$ cat config.mk
export PLATFORM = sky130hd
export DESIGN_NAME = ds3cb_ovh_gen
export DESIGN_NICKNAME = d
export VERILOG_FILES = /design/src/rtl/ds3cb_pkg.sv /design/src/rtl/ds3cb_pos_ctr.sv /design/src/rtl/ds3cb_parity.sv /design/src/rtl/ds3cb_ovh_sel.sv /design/src/rtl/ds3cb_ovh_gen.sv
export SDC_FILE = /design/constraint.sdc
export NUM_CORES = 1
export LEC_CHECK = 0
export ABC_AREA = 1
export BUFFER_PORTS_ARGS = -buffer_cell sky130_fd_sc_hd__buf_4
export CORE_MARGIN = 3
export CORE_UTILIZATION = 55
export CTS_BUF_LIST = sky130_fd_sc_hd__clkbuf_16
export DETAILED_ROUTE_END_ITERATION = 12
export GPL_ROUTABILITY_DRIVEN = 1
export PLACE_DENSITY_LB_ADDON = 0.12
export SLEW_MARGIN = 5
export SYNTH_ARGS = -nofsm -noshare
export SYNTH_HDL_FRONTEND = slang
export SYNTH_HIERARCHICAL = 1
export SYNTH_SLANG_ARGS = --single-unit
export TNS_END_PERCENT = 20
$ cat constraint.sdc
create_clock -name clk -period 1.12 [get_ports clk]
set_input_delay 0.224 -clock clk [delete_from_list [all_inputs] [get_ports clk]]
set_output_delay 0.224 -clock clk [all_outputs]
set_load 0.05 [all_outputs]
$ cat src/rtl/ds3cb_pkg.sv
`timescale 1ns/1ps
package ds3cb_pkg;

  typedef enum logic [1:0] {
    RDI_AUTO    = 2'b00,
    RDI_FORCE0  = 2'b01,
    RDI_FORCE1  = 2'b10,
    RDI_FORCE1B = 2'b11
  } rdi_mode_e;

  // values held for one multiframe
  typedef struct packed {
    logic rdi;
    logic feac;
    logic febe;
  } frame_snap_t;

  // bit k is the value of F(k+1) / M(k+1)
  localparam logic [3:0] F_PATTERN = 4'b1001;
  localparam logic [2:0] M_PATTERN = 3'b010;

endpackage

$ cat src/rtl/ds3cb_pos_ctr.sv
`timescale 1ns/1ps
module ds3cb_pos_ctr #(
  parameter int SUBFRAMES  = 7,
  parameter int BLOCKS     = 8,
  parameter int BLOCK_BITS = 85,
  parameter int SUB_W      = $clog2(SUBFRAMES),
  parameter int BLK_W      = $clog2(BLOCKS),
  parameter int BIT_W      = $clog2(BLOCK_BITS)
) (
  input  logic             clk,
  input  logic             rst_n,
  input  logic             adv,
  output logic [SUB_W-1:0] sub_idx,
  output logic [BLK_W-1:0] blk_idx,
  output logic [BIT_W-1:0] bit_idx,
  output logic             at_start,
  output logic             at_last
);

  logic [SUB_W-1:0] sub_q, sub_d;
  logic [BLK_W-1:0] blk_q, blk_d;
  logic [BIT_W-1:0] bit_q, bit_d;
  logic             sub_end, blk_end, bit_end;

  assign sub_end = (sub_q == SUB_W'(SUBFRAMES - 1));
  assign blk_end = (blk_q == BLK_W'(BLOCKS - 1));
  assign bit_end = (bit_q == BIT_W'(BLOCK_BITS - 1));

  always_comb begin
    sub_d = sub_q;
    blk_d = blk_q;
    bit_d = bit_q + 1'b1;
    if (bit_end) begin
      bit_d = '0;
      if (blk_end) begin
        blk_d = '0;
        sub_d = sub_end ? '0 : sub_q + 1'b1;
      end else begin
        blk_d = blk_q + 1'b1;
      end
    end
  end

  always_ff @(posedge clk or negedge rst_n) begin
    if (!rst_n) begin
      sub_q <= '0;
      blk_q <= '0;
      bit_q <= '0;
    end else if (adv) begin
      sub_q <= sub_d;
      blk_q <= blk_d;
      bit_q <= bit_d;
    end
  end

  assign sub_idx  = sub_q;
  assign blk_idx  = blk_q;
  assign bit_idx  = bit_q;
  assign at_start = (sub_q == '0) && (blk_q == '0) && (bit_q == '0);
  assign at_last  = sub_end && blk_end && bit_end;

  assert_pos_range_R1: assert property (@(posedge clk) disable iff (!rst_n)
    (int'(bit_q) < BLOCK_BITS) && (int'(blk_q) < BLOCKS) && (int'(sub_q) < SUBFRAMES));

  assert_wrap_to_x1_R1: assert property (@(posedge clk) disable iff (!rst_n)
    adv && at_last |=> at_start);

  assert_hold_when_idle_R1: assert property (@(posedge clk) disable iff (!rst_n)
    !adv |=> $stable({sub_q, blk_q, bit_q}));

endmodule

$ cat src/rtl/ds3cb_parity.sv
`timescale 1ns/1ps
module ds3cb_parity (
  input  logic clk,
  input  logic rst_n,
  input  logic adv,
  input  logic at_last,
  input  logic is_payload,
  input  logic din,
  input  logic cpar_err,
  output logic par_prev,
  output logic err_prev
);

  logic acc_q, acc_d;
  logic par_q, par_d;
  logic seen_q, seen_d;
  logic err_q, err_d;
  logic closing;

  assign closing = adv && at_last;

  always_comb begin
    acc_d = acc_q ^ (is_payload & din);
    par_d = par_q;
    if (at_last) begin
      par_d = acc_d;
      acc_d = 1'b0;
    end
  end

  always_comb begin
    seen_d = seen_q | cpar_err;
    err_d  = err_q;
    if (closing) begin
      err_d  = seen_d;
      seen_d = 1'b0;
    end
  end

  always_ff @(posedge clk or negedge rst_n) begin
    if (!rst_n) begin
      acc_q <= 1'b0;
      par_q <= 1'b0;
    end else if (adv) begin
      acc_q <= acc_d;
      par_q <= par_d;
    end
  end

  always_ff @(posedge clk or negedge rst_n) begin
    if (!rst_n) begin
      seen_q <= 1'b0;
      err_q  <= 1'b0;
    end else begin
      seen_q <= seen_d;
      err_q  <= err_d;
    end
  end

  assign par_prev = par_q;
  assign err_prev = err_q;

  assert_parity_held_R6: assert property (@(posedge clk) disable iff (!rst_n)
    !closing |=> $stable(par_q));

  assert_acc_cleared_R6: assert property (@(posedge clk) disable iff (!rst_n)
    closing |=> !acc_q);

  assert_err_captured_R8: assert property (@(posedge clk) disable iff (!rst_n)
    closing && cpar_err |=> err_q && !seen_q);

endmodule

$ cat src/rtl/ds3cb_ovh_sel.sv
`timescale 1ns/1ps
module ds3cb_ovh_sel #(
  parameter int SUB_W = 3,
  parameter int BLK_W = 3,
  parameter int BIT_W = 7
) (
  input  logic             [SUB_W-1:0] sub_idx,
  input  logic             [BLK_W-1:0] blk_idx,
  input  logic             [BIT_W-1:0] bit_idx,
  input  logic                         din,
  input  logic                         frame_gen_en,
  input  logic                         pbit_gen_en,
  input  ds3cb_pkg::frame_snap_t       snap,
  input  logic                         dl_bit,
  input  logic                         par_prev,
  output logic                         dout_nxt
);
  import ds3cb_pkg::*;

  logic [1:0] f_sel;
  logic [1:0] m_sel;

  assign f_sel = 2'(blk_idx >> 1);
  assign m_sel = 2'(sub_idx - SUB_W'(4));

  always_comb begin
    dout_nxt = din;
    if (bit_idx == '0) begin
      if (blk_idx == '0) begin
        // subframe-specific bit: X, X, P, P, M, M, M
        if (sub_idx < SUB_W'(2)) begin
          if (frame_gen_en) dout_nxt = snap.rdi;
        end else if (sub_idx < SUB_W'(4)) begin
          if (frame_gen_en || pbit_gen_en) dout_nxt = par_prev;
        end else begin
          if (frame_gen_en) dout_nxt = M_PATTERN[m_sel];
        end
      end else if (blk_idx[0]) begin
        if (frame_gen_en) dout_nxt = F_PATTERN[f_sel];
      end else if (frame_gen_en) begin
        // C bits; row is subframe, column is block/2
        case (sub_idx)
          SUB_W'(0): dout_nxt = (blk_idx == BLK_W'(6)) ? snap.feac : 1'b1;
          SUB_W'(2): dout_nxt = par_prev;
          SUB_W'(3): dout_nxt = snap.febe;
          SUB_W'(4): dout_nxt = dl_bit;
          default:   dout_nxt = 1'b1;
        endcase
      end
    end
  end

endmodule

$ cat src/rtl/ds3cb_ovh_gen.sv
`timescale 1ns/1ps
module ds3cb_ovh_gen #(
  parameter int SUBFRAMES  = 7,
  parameter int BLOCKS     = 8,
  parameter int BLOCK_BITS = 85,
  parameter int NUM_ALARMS = 4,
  parameter int RST_STAGES = 2
) (
  input  logic                  clk,
  input  logic                  rst_n,
  input  logic                  bit_en,
  input  logic                  din,
  input  logic                  frame_gen_en,
  input  logic                  pbit_gen_en,
  input  logic [1:0]            rdi_mode,
  input  logic [NUM_ALARMS-1:0] alarm_en,
  input  logic [NUM_ALARMS-1:0] alarm_stat,
  input  logic                  febe_auto,
  input  logic                  febe_reg,
  input  logic                  cpar_err,
  input  logic                  feac_bit,
  input  logic                  dl_bit,
  output logic                  dout,
  output logic                  dout_vld,
  output logic                  mf_strobe
);
  import ds3cb_pkg::*;

  localparam int SUB_W = $clog2(SUBFRAMES);
  localparam int BLK_W = $clog2(BLOCKS);
  localparam int BIT_W = $clog2(BLOCK_BITS);

  // reset: asserted asynchronously, released after RST_STAGES edges
  logic [RST_STAGES-1:0] rst_pipe;
  logic                  rst_i_n;

  always_ff @(posedge clk or negedge rst_n) begin
    if (!rst_n) rst_pipe <= '0;
    else        rst_pipe <= {rst_pipe[RST_STAGES-2:0], 1'b1};
  end
  assign rst_i_n = rst_pipe[RST_STAGES-1];

  logic [SUB_W-1:0] sub_idx;
  logic [BLK_W-1:0] blk_idx;
  logic [BIT_W-1:0] bit_idx;
  logic             at_start, at_last, is_payload;
  logic             par_prev, err_prev;

  ds3cb_pos_ctr #(
    .SUBFRAMES(SUBFRAMES), .BLOCKS(BLOCKS), .BLOCK_BITS(BLOCK_BITS),
    .SUB_W(SUB_W), .BLK_W(BLK_W), .BIT_W(BIT_W)
  ) u_pos (
    .clk(clk), .rst_n(rst_i_n), .adv(bit_en),
    .sub_idx(sub_idx), .blk_idx(blk_idx), .bit_idx(bit_idx),
    .at_start(at_start), .at_last(at_last)
  );

  assign is_payload = (bit_idx != '0);

  ds3cb_parity u_par (
    .clk(clk), .rst_n(rst_i_n), .adv(bit_en), .at_last(at_last),
    .is_payload(is_payload), .din(din), .cpar_err(cpar_err),
    .par_prev(par_prev), .err_prev(err_prev)
  );

  // per-alarm masking
  logic [NUM_ALARMS-1:0] alm_hit;
  for (genvar g = 0; g < NUM_ALARMS; g++) begin : g_alarm
    assign alm_hit[g] = alarm_en[g] & alarm_stat[g];
  end

  frame_snap_t live_s, snap_q, snap_use;

  always_comb begin
    case (rdi_mode_e'(rdi_mode))
      RDI_AUTO:   live_s.rdi = ~|alm_hit;
      RDI_FORCE0: live_s.rdi = 1'b0;
      default:    live_s.rdi = 1'b1;
    endcase
    live_s.feac = feac_bit;
    live_s.febe = febe_auto ? ~err_prev : febe_reg;
  end

  always_ff @(posedge clk or negedge rst_i_n) begin
    if (!rst_i_n)                snap_q <= '0;
    else if (bit_en && at_start) snap_q <= live_s;
  end

  // the opening bit uses the live values it is about to capture
  assign snap_use = at_start ? live_s : snap_q;

  logic dout_nxt;

  ds3cb_ovh_sel #(.SUB_W(SUB_W), .BLK_W(BLK_W), .BIT_W(BIT_W)) u_sel (
    .sub_idx(sub_idx), .blk_idx(blk_idx), .bit_idx(bit_idx), .din(din),
    .frame_gen_en(frame_gen_en), .pbit_gen_en(pbit_gen_en),
    .snap(snap_use), .dl_bit(dl_bit), .par_prev(par_prev),
    .dout_nxt(dout_nxt)
  );

  logic dout_q, vld_q, strb_q;

  always_ff @(posedge clk or negedge rst_i_n) begin
    if (!rst_i_n)    dout_q <= 1'b0;
    else if (bit_en) dout_q <= dout_nxt;
  end

  always_ff @(posedge clk or negedge rst_i_n) begin
    if (!rst_i_n) begin
      vld_q  <= 1'b0;
      strb_q <= 1'b0;
    end else begin
      vld_q  <= bit_en;
      strb_q <= bit_en & at_start;
    end
  end

  assign dout      = dout_q;
  assign dout_vld  = vld_q;
  assign mf_strobe = strb_q;

  assert_strobe_with_valid_R1: assert property (@(posedge clk) disable iff (!rst_i_n)
    mf_strobe |-> dout_vld);

  assert_payload_pass_R2: assert property (@(posedge clk) disable iff (!rst_i_n)
    bit_en && is_payload |=> dout == $past(din));

  assert_x2_matches_snapshot_R4: assert property (@(posedge clk) disable iff (!rst_i_n)
    bit_en && frame_gen_en && bit_idx == '0 && blk_idx == '0 && sub_idx == SUB_W'(1)
    |=> dout == snap_q.rdi);

  assert_snapshot_held_R10: assert property (@(posedge clk) disable iff (!rst_i_n)
    !(bit_en && at_start) |=> $stable(snap_q));

  assert_idle_output_R11: assert property (@(posedge clk) disable iff (!rst_i_n)
    !bit_en |=> !dout_vld && $stable(dout));

endmodule

==> flow_summary.toml, run 1 <==
[status]
outcome = "complete, but fails checks"
violations_in_the_final_reports = "setup timing"

[worst_setup_path]
timing.critical_path.required_ns = 1.26
criticalPathCategory = "flop to flop"
timing.critical_path.fanout_max = 5
r2r_slack_ns = -1.39
startpoint_type = "flop"
worst_ep_arrival_time_ns = 2.65
timing.critical_path.to_type = "flop"

[drt]
firstDrtPassIters = 6
wl_um = 6010
viasPerCell = 6.09
detail_route.drc_violations = 0
final_antenna_net_count = 0
routedWlPerCell_um = 19.0
vias = 1924
detailedRoute.firstIterationViolations = 246

[timing]
grt_setup_unrepaired = "yes"
layout_worst_path_cycle_share_pct = 224
finalCriticalPeriod_ns = 2.51
report.final.setup_viol = 22
setup_tns_ns = -8.81
maxClockFrequency_ghz = 0.398
post-route-worst-setup-slack_ns = -1.39
final-max-slew-violation-count = 0
finalHoldViolCount = 0
timing.clock.skew_ns = 0.00544

[global_routing]
grt_pass1_vias = 1816
grt_start_max_net_pins = 24
grt.total_usage_pct = 33.6
grt.overflow.total = 0
grt_pass1_wl_um = 8690
antenna_found_initial = 0

[clock_tree]
htreeDepth = 1
clock_tree_from_tritoncts = "done"
clock_tree.buffer_depth = 2
clk-insertion-delay-late_ns = 0.26
cts_inserted_buffers = 3
clock_sink_count = 25
clkSlewWorstSetupHoldPaths_ns = 0.06
cts-root-buf = "clkbuf_16"

[yosys]
synth_nets = 241
sequential_element_share_of_the_synthesized_area_pct = 40.2
yosys.cell_types.count = 28
synthDominantAreaCellType = "dfrtp_1"
synth_enable_flop_cells = 0
yosys-top-cells-area = "dfrtp_1 40%, nand2_1 18%, inv_1 7.0%"
synth-warning-count = 6
synthMostInstantiatedCell = "nand2_1"
synth.ff_latch_count = 25
syn-cell-area_um2 = 1560
yosys_most_used_dff = "dfrtp_1"
avgSynthCellArea_um2 = 7.28
postSynth.asyncResetShare_pct = 100
netlist.area_leader.share_pct = 40.2
synth_commonest_cells = "76 x nand2_1, 29 x inv_1, 25 x dfrtp_1, 15 x nor2_1, 13 x nand3_1"
post_synth_inst_count = 214

[finish]
post_route_cells_drive_above_1_share_pct = 41.6
fillers = 95
final_core_utilization_pct = 90.3
regArea_um2 = 626
layout.nets = 314
total_area_of_multi_input_combinational_cells_um2 = 946
synthToLayoutAreaGrowth_pct = 50.2
layout.cells.non_filler = 316
num_antenna_cells = 0

[place]
finalWeightedCongestion = 0.901
place.detailed.instances = 302
pre_cts_ws_ns = -0.932
place_hpwl_um = 2970
port_buffers = 23

[worst_hold_path]
timing.hold.worst.class = "input port to flop"

[power_and_ir_drop]
power.static_leakage_uw = 0.00126
post-layout-total-power_uw = 4080
cellPowerDensity_nw_per_um2 = 1740
irDropWorstVdd_mv = 2.07

[die]
dieArea_um2 = 3510
fp.dieW_um = 59.2
start_util_pct = 60.1
die_height_um = 59.2
rows = 18
ioPinCount = 24
floorplan.core_area_um2 = 2590

[job]
max_cap_violations = 0
[cells in the final DEF, fill, tap and decap left out, drive strengths merged]
master,count
dfrtp,25
mux2,1
dlygate4sd3,1
a31oi,1
or3,1
nor3b,1
inv,32
buf,67
nand4,4
nor2,19
clkinv,1
nand3b,1
nor3,3
conb,1
nand2,82
nand3,15
o21bai,1
nor4,1
ha,6
xnor2,1
o21ai,15
xor2,3
clkbuf,3
a21oi,1
[repair_timing]
action / in CTS / in global routing
setup buffers: 9 / 2
setup endpoints to repair: 21 / 22
hold buffers: 1 / 0
resized for setup: 21 / 18
endpoints found under the hold margin: 2 / 0
pin swaps: 14 / 9
[registers in the layout (all words and copies together) (netlist names)]
name,flops
u_pos/sub_idx,3
u_par/acc_q,1
u_par/seen_q,1
mf_strobe,1
dout,1
u_par/par_prev,1
rst_pipe,2
u_pos/blk_idx,3
u_pos/bit_idx,7
u_par/err_prev,1
snap_q,3
dout_vld,1
[cell type report]
cell class                      count  area share (%)
Multi-Input combinational cell    157            40.4
Sequential cell                    25            26.7
Inverter                           32            5.29
Tap cell                           30            1.60
Timing Repair Buffer               68            22.6
Clock buffer                        3            3.21
Clock inverter                      1           0.160
[through the flow]
step	instance area (um^2)	hold WS [ns]
after detailed placement	2060	0.0121
after global routing	2340	0.228
after CTS	2280	0.221
after global placement	2060	0.00530
after floorplan	1590	-0.0716
final	2340	0.236
[report_power, final]
| part | internal, uW | switching, uW | total, uW |
|---|---|---|---|
| combinational | 925 | 1140 | 2070 |
| sequential | 1090 | 140 | 1230 |
| clock | 477 | 301 | 778 |
[final timing paths]
kind,from,to,cells after the start
worst max register to register,u_pos/bit_idx[0]$_DFFE_PN0P_,dout$_DFFE_PN0P_,18
worst min-delay path,bit_en,dout_vld$_DFF_PN0_,1
max in group asynchronous,rst_pipe[1]$_DFF_PN0_,snap_q[2]$_DFFE_PN0P_,1
min in group asynchronous,rst_pipe[1]$_DFF_PN0_,u_pos/bit_idx[2]$_DFFE_PN0P_,1
worst min register to register,rst_pipe[1]$_DFF_PN0_,u_pos/bit_idx[2]$_DFFE_PN0P_,1
worst max-delay path,u_pos/bit_idx[0]$_DFFE_PN0P_,dout$_DFFE_PN0P_,18
[worst max-delay path, stage by stage (launching register included)]
cell	delay, ns
dfrtp_1	0.40
inv_2	0.09
ha_4	0.14
nand4_1	0.14
nor3b_2	0.30
inv_2	0.12
nand2_2	0.07
o21ai_1	0.06
inv_1	0.10
nand3_2	0.10
nand2_1	0.08
nand2_1	0.07
nand2_1	0.08
nand2_1	0.08
nand2_1	0.10
nand2_2	0.07
nand2_2	0.08
nand2_2	0.05
mux2_4	0.27
[cell families after synthesis]
logic type,after synthesis,share of synthesized area (%)
and+or+nand+nor,127,37.5
muxes,1,0.723
AOI/OAI and AO/OA,18,6.51
xor gates and xnor gates,4,2.25
other,1,0.241
buffers and inverters,32,7.79
adders and majority gates,6,4.82
DFF,25,40.2
[layer usage]
| metal | up-vias | wire length [um] | global-route usage, % |
|---|---|---|---|
| li1 | 818 | - | - |
| met1 | 871 | 2040 | 36.9 |
| met2 | 175 | 2800 | 59.1 |
| met3 | 60 | 623 | 7.41 |
| met4 | 0 | 542 | 18.8 |
| met5 | - | 0 | 0 |
No activity file was read; power rests on OpenSTA's default activity.
==> run 2, diff against run 1 <==
- CORE_MARGIN: 3 -> unset
- CORE_UTILIZATION: 55 -> 45
- PLACE_DENSITY: unset -> 0.65
- PLACE_DENSITY_LB_ADDON: 0.12 -> unset
==> run 2 against run 1 <==
  * Total power down 9.0%
  * Clock-buffer cell count unchanged
  * The flow still finishes with violations (setup timing)
  * Die area rose by 5.5%
  * Largest cell class unchanged
  * Maximum frequency is 24% higher
  * Worst setup slack improved by 0.49 ns
  * Sequential power about the same
  * Utilization decreased by 19 points
==> flow_summary.toml, run 2 (same netlist as run 1, synthesis figures left out) <==
[clock_tree]
clk-insertion-delay-late_ns = 0.26
cts_inserted_buffers = 3
clock_tree.buffer_depth = 2
clock_sink_count = 25
cts-root-buf = "clkbuf_16"
clkSlewWorstSetupHoldPaths_ns = 0.07
htreeDepth = 1
clock_tree_from_tritoncts = "done"

[drt]
firstDrtPassIters = 4
routedWlPerCell_um = 11.4
vias = 1503
detail_route.drc_violations = 0
detailedRoute.firstIterationViolations = 84
wl_um = 3710
final_antenna_net_count = 0
viasPerCell = 4.64

[global_routing]
grt_pass1_wl_um = 6220
grt.overflow.total = 0
grt_start_max_net_pins = 24
antenna_found_initial = 0
grt.total_usage_pct = 22.5
grt_pass1_vias = 1548

[power_and_ir_drop]
power.static_leakage_uw = 0.00122
irDropWorstVdd_mv = 1.12
post-layout-total-power_uw = 3710
cellPowerDensity_nw_per_um2 = 1630

[status]
outcome = "complete, but fails checks"
violations_in_the_final_reports = "setup timing"

[place]
detailed_place.area_um2 = 2070
finalWeightedCongestion = 0.940
place_hpwl_um = 2760
port_buffers = 23

[worst_setup_path]
r2r_slack_ns = -0.90
crit_path_cell_trace = "inv_2 > ha_4 > nand4_1 > nor3b_2 > inv_2 > nand2_1 > nand2_1 > nand2_1 > nand2_2 > a21oi_2 > nand3_1 > nand2_1 > inv_1 > nand2_1 > nand2_1 > mux2_4"
crit_path_end = "dout$_DFFE_PN0P_"
r2r-end = "dout$_DFFE_PN0P_"
timing.critical_path.fanout_max = 4
timing.critical_path.to_type = "flop"
criticalPathCategory = "flop to flop"
startpoint_type = "flop"
critical_path.max_stage_delay_ns = 0.38
reg2reg_from = "u_pos/bit_idx[0]$_DFFE_PN0P_"
cp_slowest_cell = "dfrtp_1"
worst_ep_arrival_time_ns = 2.17
timing.critical_path.required_ns = 1.27
timing.critical_path.from = "u_pos/bit_idx[0]$_DFFE_PN0P_"
timing.reg2reg.worst_path_depth = 16
crit_path_frequent_cell = "nand2_1"

[die]
dieArea_um2 = 3700
floorplan.core_area_um2 = 3180
start_util_pct = 49.0
rows = 20
die_height_um = 60.8
fp.dieW_um = 60.8
ioPinCount = 24

[timing]
timing.clock.skew_ns = 0.00407
post-route-worst-setup-slack_ns = -0.902
finalCriticalPeriod_ns = 2.02
maxClockFrequency_ghz = 0.495
report.final.setup_viol = 21
layout_worst_path_cycle_share_pct = 181
setup_tns_ns = -5.99
finalHoldWorstSlack_ns = 0.216
final-max-slew-violation-count = 0
grt_setup_unrepaired = "yes"
finalHoldViolCount = 0

[finish]
synthToLayoutAreaGrowth_pct = 46.5
largest_register_ff_count = 7
final_core_utilization_pct = 71.8
mostFrequentLayoutCell = "nand2_1"
post-route-cell-area_um2 = 2280
layout.nets = 308
num_antenna_cells = 0
post_route_cells_drive_above_1_share_pct = 36.1
final_cell_mix = "72 x nand2_1, 57 x buf_4, 25 x dfrtp_1, 24 x inv_1, 15 x nor2_1"

[job]
max_cap_violations = 0

[worst_hold_path]
timing.hold.worst.class = "flop to async pin"
run 2: changes by cell type in the layout (fill, tap and decap cells not counted), sizes merged:
cell      before  now
buf           67   61
inv           32   31
clkinvlp       0    1
run 2: final cells by class:
cell class | count | area, um^2
Fill cell | 253 | 896
Clock inverter | 1 | 7.51
Tap cell | 44 | 55.1
Sequential cell | 25 | 626
Timing Repair Buffer | 62 | 483
Inverter | 32 | 121
Clock buffer | 3 | 75.1
Multi-Input combinational cell | 157 | 915
run 2: through the flow:
step	std cells	setup WS, ns
floorplan	214	-0.885
global placement	315	-0.860
detailed placement	315	-0.925
CTS	324	-0.859
global route	324	-1.01
finish	324	-0.902
run 2: timing repair:
item | 4_1_cts | 5_1_grt
pin swaps | 8 | 3
buffers inserted | 4 | 1
hold endpoints to repair | 2 | 0
setup endpoints to repair | 21 | 22
hold buffers | 1 | 0
gates resized for setup | 12 | 13
gates cloned | 0 | 0
run 2: metal layers:
| layer | vias up | share of wire (%) | GRT usage [%] |
|---|---|---|---|
| li1 | 804 | - | - |
| met1 | 668 | 45 | 25.1 |
| met2 | 27 | 50 | 43.2 |
| met3 | 4 | 4.0 | 4.26 |
| met4 | 0 | 0.70 | 6.49 |
| met5 | - | 0 | 0 |
run 2: power breakdown:
part | total (uW) | internal [uW] | switching [uW]
clock network | 814 | 485 | 329
logic | 1700 | 806 | 890
registers | 1200 | 1090 | 110
total | 3710 | 2380 | 1330
run 2: worst min-delay path by stage:
stage / endpoint / cells after the start / startpoint
after floorplan: rst_pipe[0]$_DFF_PN0_ / 0 / rst_n
after global placement: rst_pipe[0]$_DFF_PN0_ / 1 / rst_n
after detailed placement: rst_pipe[0]$_DFF_PN0_ / 1 / rst_n
after CTS: dout_vld$_DFF_PN0_ / 1 / bit_en
after global routing: dout_vld$_DFF_PN0_ / 1 / bit_en
final: u_par/err_prev$_DFFE_PN0P_ / 1 / rst_pipe[1]$_DFF_PN0_
run 2: critical path, delay by kind of cell, from the launching register on:
family | cells | cell delay (ns)
AO/OA/AOI/OAI | 1 | 0.12
adder cells (fa/ha/maj) | 1 | 0.13
buffers and inverters | 3 | 0.20
flip-flops | 1 | 0.38
multiplexers | 1 | 0.25
AND/OR/NAND/NOR | 10 | 0.84
==> run 3, diff against run 2 <==
- clock period: 1.12 -> 2.35 ns (I/O delays scaled with it)
==> run 3 against run 2 <==
  * The flow now finishes without violations
  * Cell area fell by 14%
  * Total power fell by 59%
  * Final cell count fell by 8.0%
  * Flip-flop and latch count did not move
  * Sequential share of layout area rose by 4.3 points
  * Non-clock buffer count fell by 26
==> flow_summary.toml, run 3 (same netlist as run 1, synthesis figures left out) <==
[status]
outcome = "finished clean"

[timing]
grt_setup_unrepaired = "no"
finalHoldWorstSlack_ns = 0.212
maxClockFrequency_ghz = 0.472
finalHoldViolCount = 0
setup_tns_ns = 0
timing.clock.skew_ns = 0.00491
finalCriticalPeriod_ns = 2.12
report.final.setup_viol = 0
final-max-slew-violation-count = 0
layout_worst_path_cycle_share_pct = 90.1

[die]
fp.dieW_um = 60.8
rows = 20
dieArea_um2 = 3700
start_util_pct = 49.0
die_height_um = 60.8
floorplan.core_area_um2 = 3180
ioPinCount = 24

[place]
finalWeightedCongestion = 0.811
port_buffers = 23
detailed_place.area_um2 = 1880
place_hpwl_um = 2420

[power_and_ir_drop]
total_switching_power_uw = 539
cellPowerDensity_nw_per_um2 = 766
power.static_leakage_uw = 0.00107
cell_internal_pwr_uw = 973
switch_share_pct = 35.7
post-layout-total-power_uw = 1510
clkPwrFrac_pct = 25.0
power.sequential.fraction_pct = 39.1
combPwrFrac_pct = 35.9
irDropWorstVdd_mv = 0.638

[clock_tree]
clkSlewWorstSetupHoldPaths_ns = 0.07
cts-root-buf = "clkbuf_16"
cts_inserted_buffers = 3
clk-insertion-delay-late_ns = 0.26
clock_tree.buffer_depth = 2
clock_sink_count = 25
post-cts-setup-buffer-count = 0
htreeDepth = 1
clock_tree_from_tritoncts = "done"

[finish]
layout.nets = 282
mostFrequentLayoutCell = "nand2_1"
largest_register_ff_count = 7
post_route_cells_drive_above_1_share_pct = 24.0
num_antenna_cells = 0
final_cell_mix = "76 x nand2_1, 35 x buf_4, 27 x inv_1, 25 x dfrtp_1, 15 x nor2_1"
post-route-cell-area_um2 = 1970
synthToLayoutAreaGrowth_pct = 26.7
fillers = 313

[worst_setup_path]
timing.reg2reg.worst_path_depth = 18
timing.critical_path.required_ns = 2.49
timing.critical_path.fanout_max = 5
criticalPathCategory = "flop to flop"
r2r_slack_ns = 0.23
reg2reg_from = "u_pos/bit_idx[0]$_DFFE_PN0P_"
worst_ep_arrival_time_ns = 2.26
startpoint_type = "flop"
timing.critical_path.to_type = "flop"
r2r-end = "dout$_DFFE_PN0P_"

[drt]
detailedRoute.firstIterationViolations = 69
routedWlPerCell_um = 10.7
firstDrtPassIters = 4
wl_um = 3200
final_antenna_net_count = 0
viasPerCell = 4.73
detail_route.drc_violations = 0
vias = 1411

[global_routing]
grt.overflow.total = 0
grt.total_usage_pct = 20.6
grt_start_max_net_pins = 24
antenna_found_initial = 0
grt_pass1_wl_um = 5590
grt_pass1_vias = 1294

[job]
max_cap_violations = 0

[worst_hold_path]
timing.hold.worst.class = "flop to async pin"
[run 3: changes by cell type in the layout (fill, tap and decap cells not counted), sizes merged]
cell	previous run	this run
clkinv	1	2
buf	61	35
clkinvlp	1	0
[run 3: stage by stage]
stage,util [%],cells,setup slack [ns]
6_report,62.1,298,0.233
5_1_grt,62.1,298,0.0112
3_3_place_gp,59.0,293,0.242
2_1_floorplan,-,214,0.179
4_1_cts,61.9,298,0.0515
3_5_place_dp,59.0,293,0.0793
[run 3: worst max path at each step]
stage	start	endpoint	slack (ns)
floorplan	u_pos/bit_idx[0]$_DFFE_PN0P_	dout$_DFFE_PN0P_	0.18
global placement	u_pos/bit_idx[0]$_DFFE_PN0P_	dout$_DFFE_PN0P_	0.24
detailed placement	u_pos/bit_idx[0]$_DFFE_PN0P_	dout$_DFFE_PN0P_	0.08
CTS	u_pos/bit_idx[0]$_DFFE_PN0P_	dout$_DFFE_PN0P_	0.05
global route	u_pos/bit_idx[0]$_DFFE_PN0P_	dout$_DFFE_PN0P_	0.01
finish	u_pos/bit_idx[0]$_DFFE_PN0P_	dout$_DFFE_PN0P_	0.23
[run 3: power groups by stage]
| stage | logic (uW) | clock network [uW] | registers, uW |
|---|---|---|---|
| floorplan | 314 | 0 | 632 |
| global placement | 527 | 0 | 595 |
| detailed placement | 533 | 0 | 596 |
| CTS | 538 | 397 | 592 |
| global route | 614 | 410 | 606 |
| finish | 543 | 378 | 592 |
[run 3: final cells by class]
cell class / instances / area, um^2 / share of cell area (%)
inverters: 32 / 121 / 6.15
clock inverters: 1 / 5.00 / 0.254
multi-input cells: 157 / 818 / 41.5
clock buffers: 3 / 75.1 / 3.80
flip-flops and latches: 25 / 626 / 31.7
repair buffers: 36 / 273 / 13.8
well taps: 44 / 55.1 / 2.79
[run 3: per-layer routing]
layer	wire (um)	GRT usage (%)	up-vias
met5	0	0	-
met4	43	5.19	0
met3	138	5.33	4
met2	1490	33.4	31
met1	1530	27.4	624
li1	-	-	752
[run 3: worst max-delay path: stages (launching register included)]
cell and delay [ns]:
dfrtp_1 0.38, inv_2 0.07, ha_2 0.18, nand4_1 0.11, nor3b_2 0.28, inv_2 0.09, nand2_1 0.06, o21ai_1 0.05
inv_1 0.05, nand3_1 0.06, nand2_1 0.06, nand2_1 0.05, nand2_1 0.05, nand2_1 0.04, nand2_1 0.06, nand2_2 0.04
nand2_1 0.05, nand2_1 0.04, mux2_1 0.28
[run 3: what timing repair did]
action / CTS / global route
setup endpoints to repair: 0 / 1
gates resized for setup: 0 / 4
hold buffers: 1 / 0
hold endpoints to repair: 2 / 0
